<file path="config.mk">
export PLATFORM = sky130hd
export DESIGN_NAME = smi_evt_reg
export DESIGN_NICKNAME = d
export VERILOG_FILES = /design/src/rtl/smi_evt_pkg.sv /design/src/rtl/smi_sticky_bit.sv /design/src/rtl/smi_sem_edge.sv /design/src/rtl/smi_req_gate.sv /design/src/rtl/smi_evt_reg.sv
export SDC_FILE = /design/constraint.sdc
export NUM_CORES = 1
export LEC_CHECK = 0
export BUFFER_PORTS_ARGS = -buffer_cell sky130_fd_sc_hd__buf_4
export CAP_MARGIN = 20
export CORE_UTILIZATION = 40
export CTS_CLUSTER_SIZE = 8
export DETAILED_ROUTE_END_ITERATION = 7
export HOLD_SLACK_MARGIN = 0.15
export MAX_ROUTING_LAYER = met4
export PLACE_DENSITY = 0.82
export SKIP_LAST_GASP = 1
export SLEW_MARGIN = 0
export SYNTH_ARGS = -nofsm -noshare
export SYNTH_HDL_FRONTEND = slang
export SYNTH_SLANG_ARGS = --single-unit
</file>
<file path="constraint.sdc">
create_clock -name clk -period 2.7 [get_ports clk]
set_clock_uncertainty 0.15 [all_clocks]
set_input_delay 0.54 -clock clk [delete_from_list [all_inputs] [get_ports clk]]
set_output_delay 0.54 -clock clk [all_outputs]
set_load 0.005 [all_outputs]
</file>
<file path="src/rtl/smi_evt_pkg.sv">
package smi_evt_pkg;
  localparam int REG_W   = 32;
  localparam int EN_W    = REG_W / 2;
  localparam int MIR_W   = 6;
  localparam int STK_N   = 3;
  localparam int STK_LSB = REG_W - STK_N;          // 29
  localparam int MIR_LSB = EN_W;                   // 16
  localparam int RSV_W   = STK_LSB - MIR_LSB - MIR_W; // 7

  // status half ANDed with enable half, reduced to one request
  function automatic logic smi_reduce(input logic [EN_W-1:0] sts,
                                      input logic [EN_W-1:0] en);
    return |(sts & en);
  endfunction

  // next value of a sticky bit: set dominates clear
  function automatic logic sticky_next(input logic q, input logic set,
                                       input logic clr);
    return set | (q & ~clr);
  endfunction
endpackage

</file>
<file path="src/rtl/smi_sticky_bit.sv">
module smi_sticky_bit
  import smi_evt_pkg::*;
(
  input  logic clk,
  input  logic rst_n,
  input  logic set_i,
  input  logic clr_i,
  output logic q_o
);
  logic q;
  always_ff @(posedge clk or negedge rst_n) begin
    if (!rst_n) q <= 1'b0;
    else        q <= sticky_next(q, set_i, clr_i);
  end
  assign q_o = q;
endmodule

</file>
<file path="src/rtl/smi_sem_edge.sv">
module smi_sem_edge (
  input  logic clk,
  input  logic rst_n,
  input  logic lvl_i,
  output logic chg_o
);
  logic lvl_q;
  always_ff @(posedge clk or negedge rst_n) begin
    if (!rst_n) lvl_q <= 1'b0;
    else        lvl_q <= lvl_i;
  end
  assign chg_o = lvl_i ^ lvl_q;
endmodule

</file>
<file path="src/rtl/smi_req_gate.sv">
module smi_req_gate
  import smi_evt_pkg::*;
(
  input  logic [EN_W-1:0] sts_i,
  input  logic [EN_W-1:0] en_i,
  output logic            req_o
);
  assign req_o = smi_reduce(sts_i, en_i);
endmodule

</file>
<file path="src/rtl/smi_evt_reg.sv">
module smi_evt_reg
  import smi_evt_pkg::*;
(
  input  logic             clk,
  input  logic             rst_n,
  input  logic             wr_en,
  input  logic [REG_W-1:0] wr_data,
  input  logic             bar_wr_stb,
  input  logic             cmd_wr_stb,
  input  logic             os_sem,
  input  logic [MIR_W-1:0] hc_sts,
  output logic [REG_W-1:0] rd_data,
  output logic             smi_req
);
  logic             sem_toggle;
  logic [STK_N-1:0] evt_set;
  logic [STK_N-1:0] evt_clr;
  logic [STK_N-1:0] evt_q;
  logic [EN_W-1:0]  en_q;
  logic [EN_W-1:0]  status_hi;

  smi_sem_edge u_sem (
    .clk   (clk),
    .rst_n (rst_n),
    .lvl_i (os_sem),
    .chg_o (sem_toggle)
  );

  // index 0 -> bit 29 (semaphore), 1 -> bit 30 (command), 2 -> bit 31 (base address)
  assign evt_set = {bar_wr_stb, cmd_wr_stb, sem_toggle};
  assign evt_clr = wr_en ? wr_data[REG_W-1:STK_LSB] : '0;

  for (genvar k = 0; k < STK_N; k++) begin : g_stk
    smi_sticky_bit u_bit (
      .clk   (clk),
      .rst_n (rst_n),
      .set_i (evt_set[k]),
      .clr_i (evt_clr[k]),
      .q_o   (evt_q[k])
    );
  end

  always_ff @(posedge clk or negedge rst_n) begin
    if (!rst_n)     en_q <= '0;
    else if (wr_en) en_q <= wr_data[EN_W-1:0];
  end

  assign status_hi = {evt_q, {RSV_W{1'b0}}, hc_sts};
  assign rd_data   = {status_hi, en_q};

  smi_req_gate u_gate (
    .sts_i (status_hi),
    .en_i  (en_q),
    .req_o (smi_req)
  );
endmodule

</file>
==> results_tabular.tex, run 1 <==
\begin{tabular}{lr}
\hline
Metric & Value \\
\hline
\multicolumn{2}{l}{\textbf{Die}} \\
Die Height & 50.6 um \\
Area enclosed by the die boundary & 2560 um2 \\
Placement row count & 17 \\
Core Footprint & 2210 um2 \\
I/O pin total & 77 \\
X dimension of the die & 50.6 um \\
Initial core utilization & 0.427 \\
\multicolumn{2}{l}{\textbf{Setup path}} \\
Critical R2R Launch & en\_q[3]\$\_DFFE\_PN0P\_ \\
Category of the worst setup path launch point & flop \\
Worst r2r path cells & 1 \\
Endpoint type of the worst setup path & output port \\
Sum of buffers and inverters on the critical path & 1 \\
Arrival @ worst endpoint & 1.46 ns \\
Critical path data required time & 2.01 ns \\
Critical register-to-register path endpoint & en\_q[3]\$\_DFFE\_PN0P\_ \\
Setup Crit Path Kind & reg2out \\
Worst setup slack for register-to-register paths & 1.75 ns \\
Critical-path cell with the highest stage delay & dfrtp\_1 \\
Maximum fanout encountered on the critical timing path & 3 \\
Cell breakdown of the critical path & a22o\_1 > a221oi\_1 > nand3\_1 > buf\_4 \\
CP delay by family, top & compound AO/OA/AOI/OAI gates \\
Beginning of the critical path & en\_q[3]\$\_DFFE\_PN0P\_ \\
Stage delay of the slowest cell on the critical path & 0.42 ns \\
\multicolumn{2}{l}{\textbf{Global routing}} \\
Met2 GRT Util & 0.273 \\
GRT Util Overall & 0.160 \\
Maximum number of pins on one net before global-route repair & 21 \\
Layer with the highest usage after global routing & met2 \\
GR Layer Usage met1 & 0.180 \\
GRT overflow & 0 \\
M3 GR Usage & 0.0242 \\
First-pass GRT wire length & 2860 um \\
Number of global-route vias before repair & 646 \\
Initial antenna violation count & 0 \\
\multicolumn{2}{l}{\textbf{Detailed routing}} \\
Count of antenna-violating nets left after detailed routing & 0 \\
Number of remaining DRC errors & 0 \\
Avg WL per Cell & 12.7 um \\
DR pass1 iterations & 4 \\
Detailed Route Iter0 Violations & 6 \\
Detailed-route vias per instance & 4.57 \\
Total detailed-routing wirelength & 1840 um \\
Number of vias after detailed routing & 662 \\
\multicolumn{2}{l}{\textbf{Layout}} \\
N\_diodes & 0 \\
Most frequent standard cell in the layout excluding fill and tap cells & buf\_4 \\
Fraction of the core area covered by cells at the end of the flow & 0.596 \\
Synthesis-to-layout area growth & 39.5\% \\
Most used cells in the layout excluding fill and tap cells & 56 x buf\_4, 20 x dfrtp\_1, 9 x mux2\_2, 7 x mux2\_4, 7 x conb\_1 \\
Final instance count without filler cells & 145 \\
\# nets final & 162 \\
Fraction of layout cells with a size suffix above 1 & 0.650 \\
\multicolumn{2}{l}{\textbf{Clock tree}} \\
Clock slew seen by the registers of the worst setup and hold paths & 0.11 ns \\
Clock latency on the worst-skew pair & 0.29 ns \\
Deepest level of the CTS H-tree & 1 \\
Post-CTS Setup Bufs & 0 \\
Clock Root Buffer & clkbuf\_4 \\
Sink Count & 20 \\
TritonCTS clock tree & done \\
Buffer depth of the longest clock path & 2 \\
Number of buffers created by CTS & 3 \\
\multicolumn{2}{l}{\textbf{Timing}} \\
Post-route setup TNS & 0 ns \\
Clock period minus final worst setup slack & 2.15 ns \\
PnR worst setup slack & 0.549 ns \\
Maximum operating frequency & 465 MHz \\
Final setup violating endpoints & 0 \\
Final count of hold timing violations & 0 \\
Unrepaired setup endpoints after global routing & false \\
Tcrit/Tclk final & 0.797 \\
Final number of max-transition violations & 0 \\
\multicolumn{2}{l}{\textbf{Synthesis}} \\
Portion of synthesized cell area occupied by the leading cell type & 0.530 \\
Post-Synthesis Cells & 68 \\
Mapped Area & 945 um2 \\
Average cell area after synthesis & 13.9 um2 \\
Largest cells by area after synthesis & dfrtp\_1 53\%, buf\_4 13\%, mux2\_4 11\% \\
Count of cell types in the netlist & 15 \\
Proportion of synthesized chip area in sequential cells & 0.530 \\
Post-synthesis register bit count & 20 \\
Yosys warning count & 0 \\
Synth area leader & dfrtp\_1 \\
\multicolumn{2}{l}{\textbf{Placement}} \\
Port buffer count & 56 \\
Count of placed standard cells including taps & 140 \\
HPWL Detailed & 1450 um \\
GPL Wtd Cong & 0.654 \\
Placement-stage worst setup slack & 0.561 ns \\
\multicolumn{2}{l}{\textbf{Worst hold path}} \\
Sink of the worst hold path & u\_sem.lvl\_q\$\_DFF\_PN0\_ \\
Hold Path Stages & 1 \\
Worst min-delay path startpoint & os\_sem \\
Worst hold path type & in2reg \\
\multicolumn{2}{l}{\textbf{Power and ir drop}} \\
Sw Ratio & 0.235 \\
Worst supply voltage drop on vdd & 0.340 mV \\
Net switching power figure & 157 uW \\
LEAKAGE & 0.000672 uW \\
Power Internal & 511 uW \\
Part of the power in combinational logic & 0.223 \\
Pwr Density & 507 nW/um2 \\
Reg power frac & 0.521 \\
Clk network pwr share & 0.256 \\
\multicolumn{2}{l}{\textbf{Status}} \\
Run status & completed \\
\multicolumn{2}{l}{\textbf{Flow run}} \\
Number of max-cap violations & 0 \\
\hline
\end{tabular}
synthesized netlist by cell type:
cell type and n:
buf_4 16, a21o_1 2, a22o_1 1, mux2_2 9, nand3_1 1, buf_6 1, a221oi_1 1, a222oi_1 1
dfrtp_1 20, conb_1 1, nand2_1 5, buf_12 1, mux2_4 7, a22oi_1 1, xnor2_1 1
repair_timing:
item,in CTS,in global routing
endpoints found under the hold margin,20,0
hold buffers,1,0
resized for setup,0,0
state kept, by name (all words and copies together) (netlist names):
signal,count
g_stk.u_bit.q_o,3
u_sem.lvl_q,1
en_q,16
layout make-up:
| type | instances | area [um2] |
|---|---|---|
| fillers | 191 | 895 |
| repair buffers | 57 | 430 |
| clock buffers | 4 | 36.3 |
| multi-input cells | 36 | 315 |
| well taps | 28 | 35.0 |
| flip-flops and latches | 20 | 500 |
power groups by stage:
stage	registers [uW]	clock network, uW	logic [uW]
2_1_floorplan	352	0	73.9
3_3_place_gp	352	0	146
3_5_place_dp	354	0	151
4_1_cts	349	177	152
5_1_grt	352	184	163
6_report	348	171	149
per-layer routing:
metal	vias to the layer above	wire, um
met1	310	712
met5	-	0
met4	0	17
met2	42	975
li1	308	-
met3	2	137
worst max-delay path by stage:
| stage | endpoint | slack (ns) | cells after the start |
|---|---|---|---|
| 2_1_floorplan | smi_req | 0.96 | 3 |
| 3_3_place_gp | smi_req | 0.58 | 5 |
| 3_5_place_dp | smi_req | 0.56 | 5 |
| 4_1_cts | smi_req | 0.50 | 4 |
| 5_1_grt | smi_req | 0.42 | 4 |
| 6_report | smi_req | 0.55 | 4 |
logic make-up after synthesis:
family | Yosys count | synth area share
DFF | 20 | 0.530
buffers and inverters | 18 | 0.160
AOI/OAI and AO/OA | 6 | 0.0530
muxes | 16 | 0.219
and+or+nand+nor | 6 | 0.0252
other | 1 | 0.00397
xor gates and xnor gates | 1 | 0.00927
through the flow:
step	total power, uW	cell area [um2]	hold WS [ns]
floorplan	426	967	0.0944
global placement	498	1270	0.275
detailed placement	505	1270	0.280
finish	668	1320	0.215
CTS	677	1320	0.204
global route	699	1320	0.204
Note: power is estimated with default switching activity, not from simulation.
==> inputs of run 2 (changes only) <==
CORE_UTILIZATION = 34   (was 40)
PLACE_DENSITY = 0.74   (was 0.82)
clock period = 1.9 ns   (was 2.7 ns; I/O delays follow)
==> results_tabular.tex, run 2 (synthesized netlist as in run 1, its figures left out) <==
\begin{tabular}{lr}
\hline
Metric & Value \\
\hline
\multicolumn{2}{l}{\textbf{Layout}} \\
Fraction of layout cells with a size suffix above 1 & 0.602 (-0.0481) \\
Most flops, register & en\_q \\
Most used cells in the layout excluding fill and tap cells & 59 x buf\_4, 20 x dfrtp\_1, 14 x dlygate4sd3\_1, 9 x mux2\_2 \\
\# nets final & 178 (+9.9\%) \\
N\_diodes & 0 (unchanged) \\
Final instance count without filler cells & 163 (+12\%) \\
Post-route cell area & 1480 um2 (+12\%) \\
Most frequent standard cell in the layout excluding fill and tap cells & buf\_4 \\
Synthesis-to-layout area growth & 56.6\% \\
Max FFs per register & 16 (unchanged) \\
\multicolumn{2}{l}{\textbf{Setup path}} \\
Critical register-to-register path endpoint & en\_q[3]\$\_DFFE\_PN0P\_ \\
Worst setup slack for register-to-register paths & 0.85 ns (-0.90 ns) \\
Maximum fanout encountered on the critical timing path & 2 (-1) \\
Sum of buffers and inverters on the critical path & 1 (unchanged) \\
Arrival @ worst endpoint & 1.37 ns (-0.09 ns) \\
Critical path data required time & 1.37 ns (-0.64 ns) \\
Category of the worst setup path launch point & flop \\
Endpoint type of the worst setup path & output port \\
Cell breakdown of the critical path & a222oi\_1 > nand3\_1 > buf\_4 \\
Worst r2r path cells & 2 (+1) \\
Crit path depth & 3 (-1) \\
CP delay by family, top & flip-flops \\
Critical R2R Launch & en\_q[3]\$\_DFFE\_PN0P\_ \\
Worst setup path end & smi\_req \\
Beginning of the critical path & en\_q[0]\$\_DFFE\_PN0P\_ \\
Setup Crit Path Kind & reg2out \\
Critical-path cell with the highest stage delay & dfrtp\_1 \\
Stage delay of the slowest cell on the critical path & 0.40 ns (-0.02 ns) \\
\multicolumn{2}{l}{\textbf{Clock tree}} \\
Clock slew seen by the registers of the worst setup and hold paths & 0.11 ns (about the same) \\
Clock latency on the worst-skew pair & 0.30 ns (about the same) \\
Sink Count & 20 (unchanged) \\
Deepest level of the CTS H-tree & 1 (unchanged) \\
TritonCTS clock tree & done \\
Number of buffers created by CTS & 3 (unchanged) \\
Buffer depth of the longest clock path & 2 (unchanged) \\
Clock Root Buffer & clkbuf\_4 \\
\multicolumn{2}{l}{\textbf{Global routing}} \\
Initial antenna violation count & 0 (unchanged) \\
First-pass GRT wire length & 2800 um (-2.2\%) \\
Number of global-route vias before repair & 658 (+1.9\%) \\
GRT overflow & 0 (unchanged) \\
GRT Util Overall & 0.141 (-0.0189) \\
Maximum number of pins on one net before global-route repair & 21 (unchanged) \\
\multicolumn{2}{l}{\textbf{Detailed routing}} \\
DR pass1 iterations & 4 (unchanged) \\
Number of remaining DRC errors & 0 (unchanged) \\
Total detailed-routing wirelength & 2010 um (+9.1\%) \\
Avg WL per Cell & 12.3 um (-3.0\%) \\
Detailed Route Iter0 Violations & 2 (-4) \\
Count of antenna-violating nets left after detailed routing & 0 (unchanged) \\
Number of vias after detailed routing & 735 (+11\%) \\
Detailed-route vias per instance & 4.51 (-1.2\%) \\
\multicolumn{2}{l}{\textbf{Timing}} \\
Final setup violating endpoints & 1 (+1) \\
Unrepaired setup endpoints after global routing & true \\
PnR worst setup slack & -0.00301 ns (-0.552 ns) \\
Tcrit/Tclk final & 1.00 \\
Clock period minus final worst setup slack & 1.90 ns \\
Maximum operating frequency & 525 MHz \\
Final count of hold timing violations & 0 (unchanged) \\
Final number of max-transition violations & 0 (unchanged) \\
\multicolumn{2}{l}{\textbf{Die}} \\
Placement row count & 18 (+1) \\
Die Height & 54.7 um (+8.1\%) \\
X dimension of the die & 54.7 um (+8.1\%) \\
Area enclosed by the die boundary & 2990 um2 (+17\%) \\
Initial core utilization & 0.371 (-0.0558) \\
I/O pin total & 77 (unchanged) \\
Core Footprint & 2540 um2 (+15\%) \\
\multicolumn{2}{l}{\textbf{Placement}} \\
Port buffer count & 56 (unchanged) \\
Count of placed standard cells including taps & 142 (+1.4\%) \\
Placed cell areas & 1270 um2 (+0.20\%) \\
GPL Wtd Cong & 0.633 (-3.2\%) \\
\multicolumn{2}{l}{\textbf{Power and ir drop}} \\
Pwr Density & 666 nW/um2 (+31\%) \\
Worst supply voltage drop on vdd & 0.451 mV (+33\%) \\
LEAKAGE & 0.000742 uW (+10\%) \\
\multicolumn{2}{l}{\textbf{Status}} \\
Run status & finished with violations \\
Violations in the final reports & negative setup slack \\
\multicolumn{2}{l}{\textbf{Worst hold path}} \\
Worst hold path type & in2reg \\
\multicolumn{2}{l}{\textbf{Flow run}} \\
Number of max-cap violations & 0 (unchanged) \\
\hline
\end{tabular}
==> run 2: cell count changes in the layout (fill, tap and decap cells not counted), sizes merged <==
| cell | delta |
|---|---|
| buf | +3 |
| dlygate4sd3 | +13 |
==> run 2: layout make-up <==
cell class / count / area (um2)
fill: 220 / 1070
timing repair buffer: 73 / 583
sequential: 20 / 500
multi-input combinational: 36 / 322
tap: 30 / 37.5
clock buffer: 4 / 36.3
==> run 2: metrics by stage <==
step / hold WS [ns] / power [uW] / setup TNS, ns / setup slack, ns / utilization
2_1_floorplan: -0.0656 / 606 / 0 / 0.476 / -
3_3_place_gp: 0.120 / 709 / 0 / 0.108 / 0.500
3_5_place_dp: 0.127 / 716 / 0 / 0.131 / 0.500
4_1_cts: 0.150 / 988 / -0.0214 / -0.0214 / 0.558
5_1_grt: 0.152 / 1040 / -0.0744 / -0.0744 / 0.581
6_report: 0.161 / 985 / -0.00301 / -0.00301 / 0.581
==> run 2: per-layer routing <==
metal / vias up / GRT usage / wire length [um]
met5: - / - / 0
met4: 0 / 0.0641 / 22
met3: 4 / 0.0389 / 142
met2: 41 / 0.217 / 1040
met1: 347 / 0.171 / 806
li1: 343 / - / -
==> run 2: how the worst min path moves through the flow <==
stage / slack [ns] / end / cells after the start / startpoint
after floorplan: -0.07 / en_q[0]$_DFFE_PN0P_ / 0 / rst_n
after global placement: 0.12 / en_q[12]$_DFFE_PN0P_ / 1 / rst_n
after detailed placement: 0.13 / en_q[11]$_DFFE_PN0P_ / 1 / rst_n
after CTS: 0.15 / en_q[7]$_DFFE_PN0P_ / 2 / wr_data[7]
after global routing: 0.15 / en_q[0]$_DFFE_PN0P_ / 2 / wr_data[0]
final: 0.16 / en_q[0]$_DFFE_PN0P_ / 2 / wr_data[0]
==> run 2: timing repair <==
action,CTS,global route
hold buffers,8,6
gates resized for setup,1,0
endpoints found under the setup margin,1,1
endpoints found under the hold margin,27,6
setup buffers,3,0
cloned,0,0
pin swaps,2,2
==> run 2: power breakdown <==
group	switching (uW)	total [uW]	internal [uW]	leakage (uW)
registers	27.2	493	466	0.000229
logic	77.0	247	170	0.000492
clock network	128	245	117	0.0000210
total	232	985	752	0.000742
